==> config.mk <==
export PLATFORM = sky130hd
export DESIGN_NAME = pmem_rd_ctrl
export DESIGN_NICKNAME = d
export VERILOG_FILES = /design/src/rtl/pmem_pkg.sv /design/src/rtl/pmem_dev_decode.sv /design/src/rtl/pmem_rd_seq.sv /design/src/rtl/pmem_rd_capture.sv /design/src/rtl/pmem_rd_ctrl.sv
export SDC_FILE = /design/constraint.sdc
export NUM_CORES = 1
export LEC_CHECK = 0
export ABC_AREA = 1
export BUFFER_PORTS_ARGS = -buffer_cell sky130_fd_sc_hd__buf_2
export CAP_MARGIN = 20
export CORE_MARGIN = 10
export CORE_UTILIZATION = 57
export CTS_BUF_LIST = sky130_fd_sc_hd__clkbuf_4
export CTS_CLUSTER_SIZE = 12
export DETAILED_ROUTE_END_ITERATION = 8
export GPL_TIMING_DRIVEN = 0
export HOLD_SLACK_MARGIN = 0.05
export PLACE_DENSITY = 0.88
export SLEW_MARGIN = 25
export SYNTH_ARGS = -nofsm -noshare
export SYNTH_HDL_FRONTEND = slang
export SYNTH_HIERARCHICAL = 1
export SYNTH_SLANG_ARGS = --single-unit
==> constraint.sdc <==
create_clock -name clk -period 5.87 [get_ports clk]
set_clock_uncertainty 0.05 [all_clocks]
set_input_delay 0.8805 -clock clk [delete_from_list [all_inputs] [get_ports clk]]
set_output_delay 0.8805 -clock clk [all_outputs]
set_load 0.01 [all_outputs]
==> src/rtl/pmem_pkg.sv <==
package pmem_pkg;

    typedef enum logic [1:0] {
        PH_IDLE = 2'd0,
        PH_SEL  = 2'd1,
        PH_GATE = 2'd2,
        PH_REC  = 2'd3
    } phase_e;

    // Nanoseconds to whole clock cycles, rounding up.
    function automatic int unsigned ns_to_cyc(input int unsigned ns,
                                              input int unsigned clk_ns);
        return (ns + clk_ns - 1) / clk_ns;
    endfunction

    function automatic int unsigned max_u(input int unsigned a,
                                          input int unsigned b);
        return (a > b) ? a : b;
    endfunction

endpackage

==> src/rtl/pmem_dev_decode.sv <==
module pmem_dev_decode #(
    parameter int unsigned DEV_W = 2,
    localparam int unsigned NDEV = 1 << DEV_W
) (
    input  logic             en_i,
    input  logic [DEV_W-1:0] sel_i,
    output logic [NDEV-1:0]  ce_n_o
);

    for (genvar g = 0; g < NDEV; g++) begin : g_dev
        assign ce_n_o[g] = !(en_i && (sel_i == DEV_W'(g)));
    end

endmodule

==> src/rtl/pmem_rd_seq.sv <==
module pmem_rd_seq
    import pmem_pkg::*;
#(
    parameter int unsigned ADDR_W   = 20,
    parameter int unsigned DEV_W    = 2,
    parameter int unsigned GATE_CYC = 8,
    parameter int unsigned CAP_CYC  = 15,
    parameter int unsigned FLT_CYC  = 5,
    parameter int unsigned CNT_W    = 5,
    localparam int unsigned NDEV    = 1 << DEV_W,
    localparam int unsigned MADDR_W = ADDR_W - DEV_W
) (
    input  logic               clk,
    input  logic               rst_n,
    input  logic               req_i,
    input  logic [ADDR_W-1:0]  addr_i,
    output logic               cap_o,
    output logic [NDEV-1:0]    ce_n_o,
    output logic               oe_n_o,
    output logic [MADDR_W-1:0] maddr_o
);

    typedef struct packed {
        phase_e             phase;
        logic [CNT_W-1:0]   cnt;
        logic [DEV_W-1:0]   dev;
        logic [MADDR_W-1:0] maddr;
        logic               ce_act;
        logic               oe_act;
    } seq_t;

    seq_t             seq_d, seq_q;
    logic [CNT_W-1:0] cnt_nx;
    logic             cap_d;
    logic [NDEV-1:0]  ce_n_d, ce_n_q;

    assign cnt_nx = seq_q.cnt + 1'b1;

    always_comb begin
        seq_d = seq_q;
        cap_d = 1'b0;
        unique case (seq_q.phase)
            PH_IDLE: begin
                if (req_i) begin
                    seq_d.dev    = addr_i[ADDR_W-1 -: DEV_W];
                    seq_d.maddr  = addr_i[MADDR_W-1:0];
                    seq_d.ce_act = 1'b1;
                    seq_d.cnt    = '0;
                    if (GATE_CYC == 0) begin
                        seq_d.oe_act = 1'b1;
                        seq_d.phase  = PH_GATE;
                    end else begin
                        seq_d.phase  = PH_SEL;
                    end
                end
            end
            PH_SEL: begin
                seq_d.cnt = cnt_nx;
                if (cnt_nx >= CNT_W'(GATE_CYC)) begin
                    seq_d.oe_act = 1'b1;
                    seq_d.phase  = PH_GATE;
                end
            end
            PH_GATE: begin
                seq_d.cnt = cnt_nx;
                if (cnt_nx >= CNT_W'(CAP_CYC)) begin
                    cap_d        = 1'b1;
                    seq_d.ce_act = 1'b0;
                    seq_d.oe_act = 1'b0;
                    seq_d.cnt    = '0;
                    seq_d.phase  = PH_REC;
                end
            end
            PH_REC: begin
                seq_d.cnt = cnt_nx;
                if (cnt_nx >= CNT_W'(FLT_CYC)) begin
                    seq_d.cnt   = '0;
                    seq_d.phase = PH_IDLE;
                end
            end
            default: seq_d.phase = PH_IDLE;
        endcase
    end

    // Enables are decoded from next-state values and registered, so pins never glitch.
    pmem_dev_decode #(
        .DEV_W (DEV_W)
    ) dec_i (
        .en_i   (seq_d.ce_act),
        .sel_i  (seq_d.dev),
        .ce_n_o (ce_n_d)
    );

    always_ff @(posedge clk) begin
        if (!rst_n) begin
            seq_q  <= '{phase: PH_IDLE, cnt: '0, dev: '0, maddr: '0,
                        ce_act: 1'b0, oe_act: 1'b0};
            ce_n_q <= '1;
        end else begin
            seq_q  <= seq_d;
            ce_n_q <= ce_n_d;
        end
    end

    assign cap_o   = cap_d;
    assign ce_n_o  = ce_n_q;
    assign oe_n_o  = !seq_q.oe_act;
    assign maddr_o = seq_q.maddr;


    one_dev_chk: assert property (@(posedge clk) disable iff (!rst_n)
        $onehot0(~ce_n_q));


    oe_needs_ce_chk: assert property (@(posedge clk) disable iff (!rst_n)
        !oe_n_o |-> !(&ce_n_q));

endmodule

==> src/rtl/pmem_rd_capture.sv <==
module pmem_rd_capture #(
    parameter int unsigned DATA_W = 8
) (
    input  logic              clk,
    input  logic              rst_n,
    input  logic              cap_i,
    input  logic [DATA_W-1:0] bus_i,
    output logic              ack_o,
    output logic [DATA_W-1:0] rdata_o
);

    typedef struct packed {
        logic              ack;
        logic [DATA_W-1:0] data;
    } cap_t;

    cap_t cap_d, cap_q;

    always_comb begin
        cap_d     = cap_q;
        cap_d.ack = cap_i;
        if (cap_i) begin
            cap_d.data = bus_i;
        end
    end

    always_ff @(posedge clk) begin
        if (!rst_n) begin
            cap_q <= '0;
        end else begin
            cap_q <= cap_d;
        end
    end

    assign ack_o   = cap_q.ack;
    assign rdata_o = cap_q.data;


    ack_one_cycle_chk: assert property (@(posedge clk) disable iff (!rst_n)
        cap_q.ack |=> !cap_q.ack);

endmodule

==> src/rtl/pmem_rd_ctrl.sv <==
module pmem_rd_ctrl
    import pmem_pkg::*;
#(
    parameter int unsigned ADDR_W = 20,
    parameter int unsigned DEV_W  = 2,
    parameter int unsigned DATA_W = 8,
    parameter int unsigned CLK_NS = 10,
    parameter int unsigned ACC_NS = 120,
    parameter int unsigned OE_NS  = 50,
    parameter int unsigned FLT_NS = 40,
    localparam int unsigned NDEV     = 1 << DEV_W,
    localparam int unsigned MADDR_W  = ADDR_W - DEV_W,
    localparam int unsigned ACC_CYC  = max_u(ns_to_cyc(ACC_NS, CLK_NS), 1),
    localparam int unsigned OE_CYC   = max_u(ns_to_cyc(OE_NS, CLK_NS), 1),
    localparam int unsigned FLT_CYC  = ns_to_cyc(FLT_NS, CLK_NS),
    localparam int unsigned GATE_CYC = (ACC_CYC > OE_CYC) ? ACC_CYC - OE_CYC : 0,
    localparam int unsigned CAP_CYC  = max_u(ACC_CYC, OE_CYC),
    localparam int unsigned CNT_W    = $clog2(CAP_CYC + FLT_CYC + 2)
) (
    input  logic               clk,
    input  logic               rst_n,
    input  logic               req_i,
    input  logic [ADDR_W-1:0]  addr_i,
    output logic               ack_o,
    output logic [DATA_W-1:0]  rdata_o,
    output logic [MADDR_W-1:0] mem_addr_o,
    output logic [NDEV-1:0]    mem_ce_n_o,
    output logic               mem_oe_n_o,
    input  logic [DATA_W-1:0]  mem_data_i
);

    logic cap;

    pmem_rd_seq #(
        .ADDR_W   (ADDR_W),
        .DEV_W    (DEV_W),
        .GATE_CYC (GATE_CYC),
        .CAP_CYC  (CAP_CYC),
        .FLT_CYC  (FLT_CYC),
        .CNT_W    (CNT_W)
    ) seq_i (
        .clk     (clk),
        .rst_n   (rst_n),
        .req_i   (req_i),
        .addr_i  (addr_i),
        .cap_o   (cap),
        .ce_n_o  (mem_ce_n_o),
        .oe_n_o  (mem_oe_n_o),
        .maddr_o (mem_addr_o)
    );

    pmem_rd_capture #(
        .DATA_W (DATA_W)
    ) cap_i (
        .clk     (clk),
        .rst_n   (rst_n),
        .cap_i   (cap),
        .bus_i   (mem_data_i),
        .ack_o   (ack_o),
        .rdata_o (rdata_o)
    );

    // Checker state: how long the pins have held each enable low.
    logic             ce_low, ce_low_q;
    logic [CNT_W-1:0] ce_run_d, ce_run_q, oe_run_d, oe_run_q;

    assign ce_low = !(&mem_ce_n_o);

    always_comb begin
        ce_run_d = ce_low ? ((&ce_run_q) ? ce_run_q : ce_run_q + 1'b1) : '0;
        oe_run_d = !mem_oe_n_o ? ((&oe_run_q) ? oe_run_q : oe_run_q + 1'b1) : '0;
    end

    always_ff @(posedge clk) begin
        if (!rst_n) begin
            ce_run_q <= '0;
            oe_run_q <= '0;
            ce_low_q <= 1'b0;
        end else begin
            ce_run_q <= ce_run_d;
            oe_run_q <= oe_run_d;
            ce_low_q <= ce_low;
        end
    end


    acc_window_chk: assert property (@(posedge clk) disable iff (!rst_n)
        ack_o |-> (ce_run_q >= CNT_W'(ACC_CYC) && oe_run_q >= CNT_W'(OE_CYC)));


    release_chk: assert property (@(posedge clk) disable iff (!rst_n)
        ack_o |-> (&mem_ce_n_o && mem_oe_n_o && ce_low_q));


    addr_hold_chk: assert property (@(posedge clk) disable iff (!rst_n)
        (ce_low && ce_low_q) |-> ($stable(mem_addr_o) && $stable(mem_ce_n_o)));

endmodule

==> results of run 1 <==
sequential cells by signal, indices dropped and copies added (netlist names):
name           count
seq_i/maddr_o     18
seq_i/seq_q       11
cap_i/ack_o        1
seq_i/ce_n_o       4
cap_i/rdata_o      8
per-stage QoR:
stage | power, mW | std cells
5_1_grt | 0.9810 | 394
3_3_place_gp | 0.7563 | 386
3_5_place_dp | 0.7662 | 386
2_1_floorplan | 0.6637 | 278
4_1_cts | 0.9103 | 394
6_report | 0.8977 | 394
metal layers:
layer,share of wire,wire length [µm],GRT usage
met5,0,0,0
met4,0.0057,24,0.03763
met3,0.12,493,0.08784
met2,0.45,1894,0.2227
met1,0.43,1789,0.1475
report_power, final:
group	switching, mW	internal (mW)	total, mW	leakage [nW]
Combinational	0.215	0.165	0.379	0.895
Sequential	0.0343	0.345	0.379	0.344
Clock	0.0874	0.0519	0.139	0.0337
area by class of cell:
type | count | area, µm²
Buffer | 29 | 203.9
Clock buffer | 6 | 45.04
Clock inverter | 2 | 12.51
Fill cell | 300 | 925.9
Inverter | 34 | 128.9
Multi-Input combinational cell | 173 | 838.3
Sequential cell | 42 | 840.8
Tap cell | 46 | 57.56
Timing Repair Buffer | 62 | 310.3
cells in the mapped netlist, drive strengths merged:
master / instances / area, µm²
or2: 6 / 37.53
o21bai: 2 / 18.77
nand2: 43 / 178.9
clkbuf: 4 / 15.01
buf: 25 / 188.9
dfxtp: 42 / 840.8
clkinv: 1 / 5.000
nor2: 71 / 291.5
nand3: 12 / 65.06
a211oi: 1 / 12.51
a21oi: 6 / 37.54
nand4: 5 / 37.53
nor3: 2 / 15.01
ha: 2 / 25.02
inv: 33 / 123.9
o21ai: 23 / 118.9
critical path, stage by stage (launching register included):
cell and delay (ns):
dfxtp_1 0.46, ha_1 0.29, nand3_1 0.10, nand2_1 0.08, nand2_2 0.09, inv_2 0.09, o21ai_2 0.06, nand2_2 0.08
clkinv_2 0.09, a21oi_1 0.28, nand3_1 0.12, or2_2 0.30
worst max-delay path by stage:
stage | from | slack [ns] | depth (start not counted) | endpoint
finish | seq_i/seq_q[23] | 3.69 | 11 | seq_i/ce_n_o[2]
global route | seq_i/seq_q[23] | 3.46 | 11 | seq_i/ce_n_o[2]
CTS | seq_i/seq_q[23] | 3.69 | 11 | seq_i/ce_n_o[2]
detailed placement | req_i | 3.40 | 8 | seq_i/ce_n_o[2]
global placement | req_i | 3.42 | 8 | seq_i/ce_n_o[1]
floorplan | req_i | 3.75 | 7 | seq_i/ce_n_o[1]
cells by family (layout without fill, tap and decap cells):
logic type      after synthesis  after routing
flops                        42             42
compound gates               32             32
fa+ha+maj                     2              2
simple gates                139            139
buf+inv                      63            133
cells in the final DEF (no fill, tap or decap), types with 4 or more instances in the layout:
cell and n:
buf_2 66, nor2_1 65, dfxtp_1 42, nand2_1 36, inv_1 28, o21ai_0 18
buf_4 18, nand3_1 11, nand2_2 7, clkbuf_4 6, inv_2 5, nor2_2 4
nand4_1 4, clkbuf_1 4, a21oi_1 4, o21ai_1 4, or2_2 4
==> results by group, run 1 <==
Clock network
  – Number of buffers created by CTS: 5
  – Root Driver: clkbuf_4
  – Setup bufs post-CTS: 0
  – Post-CTS sizing: 0
  – Clk pin slew, worst setup/hold paths: 0.11 ns
  – Max H-tree Level: 2
  – Clk sinks: 42
  – Hold-fix buffers at CTS: 0
  – Clk Latency, worst-skew pair: 0.33 ns
  – CTS tree: done
  – CTS Buffer Depth: 2

Floorplanning
  – Top Ports: 63
  – FP Rows: 21
  – Initial Utilization: 0.5982
  – Die Wd: 79.41 µm
  – Core area: 0.003363 mm²
  – Die Area: 0.006306 mm²
  – Die H: 79.41 µm

Detailed routing
  – 1st-iter DRT viols: 81
  – DR WL/cell: about 11 µm
  – Via count: 1781
  – DRC: 0
  – Vias per cell: 4.520
  – ANT nets after route: 0
  – DRT Pass-1 Iters: 5
  – Post-Route WL: 4202 µm

GRT
  – Largest net degree at the start of global routing: 14
  – Grt ovf: 0
  – Tot GR Track Use: 0.1383
  – Initial antenna violation count: 0
  – First-pass GRT wire length: 7231 µm
  – Vias in the first global route: around 1800

Synth
  – Adder-Cell Fraction of Synth Area: 0.01244
  – Largest family of logic cells by synthesized area: simple AND/OR/NAND/NOR gates
  – Post-synthesis mux area share: 0
  – Syn_area_per_cell: 7.237 µm²
  – Yosys warns: 6
  – Synth Area in Compound Gates: 0.09328
  – Sequential area share after synthesis: 0.4179
  – Mapped Nets: about 310
  – Distinct cells, synth: 30
  – Post-Synth Simple-Gate Area: 0.3109
  – Yosys reg bits: 42
  – Synth Area in XOR/XNOR: 0
  – Mapped cell area: between 0.002 and 0.0025 mm²
  – Post-Syn Instances: 278

Job
  – Total of max-cap violations: 0

STA
  – Hold Slack: 0.4261 ns
  – Minimum clock period: roughly 2.2 ns
  – TNS Setup: 0 ns
  – Slew at the pin closest to its max-slew limit: 0.4526 ns
  – Tcrit/Tclk final: 0.3715
  – Max-slew headroom: 0.6983
  – Setup ws final: 3.689 ns
  – Setup violators final: 0
  – RSZ-0062 raised after global routing: false
  – Highest Clock Rate: 458.6 MHz
  – Final Max Tran Viols: 0
  – Final hold violation count: 0

Min path
  – Hold EP: cap_i/rdata_o[1]
  – Hold Startpoint: cap_i/rdata_o[1]
  – Hold Crit Depth: 2
  – Hold crit path type: reg -> reg

Setup path
  – Critical-path maximum fanout: 6
  – FF-to-FF setup slack: between 3 and 4 ns
  – Worst reg2reg endpoint: seq_i/ce_n_o[2]
  – FF-to-FF Start: seq_i/seq_q[23]
  – Critical path required time: 6.05 ns
  – Worst Reg-to-Reg Cells: 11
  – Worst Setup Path Type: reg -> reg
  – Crit path capture type: flop
  – Arrival time at the worst endpoint: 2.36 ns
  – Worst setup SP type: flop

Finish
  – Fin util: 0.7247
  – Post-route cell area: 0.002437 mm²
  – Nets: 380
  – Ant. Diodes: 0
  – Layout cell share with drive strength beyond 1: 0.3592
  – Layout area overhead: 21.14%

Placement
  – Cell Area, Placed: 0.002380 mm²
  – Placer Congestion: 0.7845
  – Hpwl dp: 3275 µm
  – I/O Buffers: 62
  – DP Worst Slack: 3.402 ns

Power
  – Peak VDD IR: 0.0002436 V
  – LEAKAGE: 1.273 nW
  – Power Dens Cells: 368.3 mW/mm²

Outcome
  – Status: finished, final reports clean
Note: power is estimated with default switching activity, not from simulation.
==> run 2, diff against run 1 <==
--- a/config.mk
+++ b/config.mk
@@ -9,13 +9,13 @@
 export BUFFER_PORTS_ARGS = -buffer_cell sky130_fd_sc_hd__buf_2
 export CAP_MARGIN = 20
 export CORE_MARGIN = 10
-export CORE_UTILIZATION = 57
+export CORE_UTILIZATION = 47
 export CTS_BUF_LIST = sky130_fd_sc_hd__clkbuf_4
 export CTS_CLUSTER_SIZE = 12
 export DETAILED_ROUTE_END_ITERATION = 8
 export GPL_TIMING_DRIVEN = 0
 export HOLD_SLACK_MARGIN = 0.05
-export PLACE_DENSITY = 0.88
+export PLACE_DENSITY = 0.77
 export SLEW_MARGIN = 25
 export SYNTH_ARGS = -nofsm -noshare
 export SYNTH_HDL_FRONTEND = slang
==> constraint.sdc (replaced) <==
create_clock -name clk -period 2 [get_ports clk]
set_clock_uncertainty 0.05 [all_clocks]
set_input_delay 0.3 -clock clk [delete_from_list [all_inputs] [get_ports clk]]
set_output_delay 0.3 -clock clk [all_outputs]
set_load 0.01 [all_outputs]
==> run 2 against run 1 <==
Sequential power grew to 3.0 times the previous value. Total power grew to 3.2 times the previous value. Utilization decreased by 10 points. Critical path type unchanged. Flip-flop and latch count is the same. Combinational power increased to 3.2 times the previous value. Fmax increased by 18%. First-iteration DRC count is the same.
==> results by group, run 2 (synthesized netlist as in run 1, its figures left out) <==
Outcome
  – Status: finished, final reports clean

STA
  – Highest Clock Rate: 540.8 MHz
  – Final hold violation count: 0
  – Max-slew headroom: 0.6851
  – Final Max Tran Viols: 0
  – RSZ-0062 raised after global routing: false
  – TNS Setup: 0 ns
  – Setup ws final: approximately 0.15 ns
  – Setup violators final: 0
  – Tcrit/Tclk final: 0.9246
  – Slew at the pin closest to its max-slew limit: 0.4723 ns
  – Minimum clock period: 1.849 ns

Clock network
  – Number of buffers created by CTS: 5
  – Hold-fix buffers at CTS: 0
  – CTS Buffer Depth: 2
  – CTS tree: done
  – Clk sinks: 42
  – Clk Latency, worst-skew pair: 0.34 ns
  – Root Driver: clkbuf_4
  – Max H-tree Level: 2
  – Clk pin slew, worst setup/hold paths: 0.12 ns

Finish
  – Nets: 383
  – Commonest non-fill, non-tap cell in the layout: buf_2
  – Ant. Diodes: 0
  – Fin util: 0.6238
  – Post-route cell area: approximately 0.0025 mm²
  – Layout cell share with drive strength beyond 1: 0.3903
  – Layout area overhead: 25.81%
  – Filler cells: 368
  – Most frequent cells in the layout: 65 x buf_2, 64 x nor2_1, 38 x dfxtp_1
  – Largest register FFs: 18

Detailed routing
  – 1st-iter DRT viols: a little over 80
  – ANT nets after route: 0
  – Via count: 1875
  – DRC: 0
  – Post-Route WL: 4772 µm
  – Vias per cell: roughly 4.7
  – DRT Pass-1 Iters: 4
  – DR WL/cell: 11.90 µm

GRT
  – Tot GR Track Use: 0.1329
  – Vias in the first global route: 1906
  – Grt ovf: 0
  – Largest net degree at the start of global routing: 13
  – First-pass GRT wire length: 8176 µm
  – Initial antenna violation count: 0

Setup path
  – Worst Reg-to-Reg Cells: 11
  – Delay-heaviest family, CP: simple AND/OR/NAND/NOR gates
  – Worst Setup Path Type: reg -> reg
  – Slowest cell delay on critical path: 0.40 ns
  – Crit path max-delay cell type: dfxtp_4
  – Worst setup SP type: flop
  – Crit path capture type: flop
  – CP Buf/Inv Count: 2
  – Arrival time at the worst endpoint: 2.03 ns
  – Critical-path maximum fanout: 6
  – Crit path cell chain: ha_4 > nand3_1 > nand2_1 > nand2_2 > inv_2 > o21ai_2 > nand2_2 > inv_4 > a21oi_4 > nand3_1 > or2_2
  – Critical path required time: about 2.2 ns
  – CP Depth: 11

Min path
  – Hold crit path type: in -> reg
  – Hold Crit Depth: 3

Floorplanning
  – Die H: 85.43 µm
  – Die Wd: 85.43 µm
  – Core area: 0.004058 mm²
  – Die Area: 0.007297 mm²
  – Top Ports: 63
  – Initial Utilization: 0.4958
  – FP Rows: 23

Placement
  – Hpwl dp: 3556 µm
  – I/O Buffers: 62
  – Cell Area, Placed: 0.002385 mm²
  – Placer Congestion: between 0.7 and 0.8
  – DP Worst Slack: -0.2085 ns

Power
  – LEAKAGE: 1.306 nW
  – Overall Power: 2.887 mW
  – Switching Share: 0.3604
  – Power Dens Cells: roughly 1100 mW/mm²
  – Comb pwr share: 0.416
  – Peak VDD IR: 0.0006439 V
  – P_sw: 1.041 mW
  – Sequential Power Share: 0.392
  – Internal power: 1.847 mW
  – Power share of the clock group: 0.191

Job
  – Total of max-cap violations: 0
[run 2: changes by cell type in the layout (fill, tap and decap cells not counted), sizes merged]
cell	change
clkbuf	+2
clkinv	-2
buf	+2
bufinv	+1
[run 2: per-stage QoR]
stage,hold WS [ns],instances
after floorplan,0.3849,278
after global placement,0.4023,390
after detailed placement,0.4105,390
after CTS,0.1067,398
after global routing,0.09777,401
final,0.1210,401
[run 2: area by class of cell]
type | count | area [µm²] | area share
buffer | 29 | 207.7 | 0.08206
clock buffer | 7 | 52.55 | 0.02076
clock inverter | 1 | 30.03 | 0.01186
inverter | 34 | 130.1 | 0.05141
multi-input combinational | 173 | 864.6 | 0.3416
sequential | 42 | 850.8 | 0.3361
tap | 50 | 62.56 | 0.02472
timing repair buffer | 65 | 332.8 | 0.1315
[run 2: path summary, 6_finish.rpt]
path	start	slack (ns)	endpoint
min	addr_i[6]	0.12	seq_i/maddr_o[6]
min reg2reg	seq_i/seq_q[0]	0.43	seq_i/seq_q[0]
max	seq_i/seq_q[23]	0.15	seq_i/ce_n_o[1]
max reg2reg	seq_i/seq_q[23]	0.15	seq_i/ce_n_o[1]
[run 2: worst register-to-register path: stages, from the launching register on]
cell and delay, ns:
dfxtp_4 0.40, ha_4 0.16, nand3_1 0.08, nand2_1 0.08, nand2_2 0.09, inv_2 0.09, o21ai_2 0.07, nand2_2 0.10
inv_4 0.06, a21oi_4 0.17, nand3_1 0.10, or2_2 0.30
[run 2: power groups by stage]
stage          Combinational (mW)  Clock (mW)  Sequential [mW]
4_1_cts                      1.15       0.576             1.12
3_3_place_gp                 1.10           0             1.13
5_1_grt                      1.38       0.610             1.16
3_5_place_dp                 1.13           0             1.14
6_report                     1.20       0.552             1.13
2_1_floorplan               0.827           0             1.12
[run 2: per-layer routing]
metal	share of wire	routed length, µm	global-route usage
met1	0.42	2008	0.1385
met2	0.49	2358	0.2330
met3	0.070	334	0.05163
met4	0.015	70	0.05389
met5	0	0	0
[run 2: what timing repair did]
action                                  in CTS  in global routing
setup buffers                                0                  3
resized for setup                            5                 10
endpoints found under the setup margin       4                  8
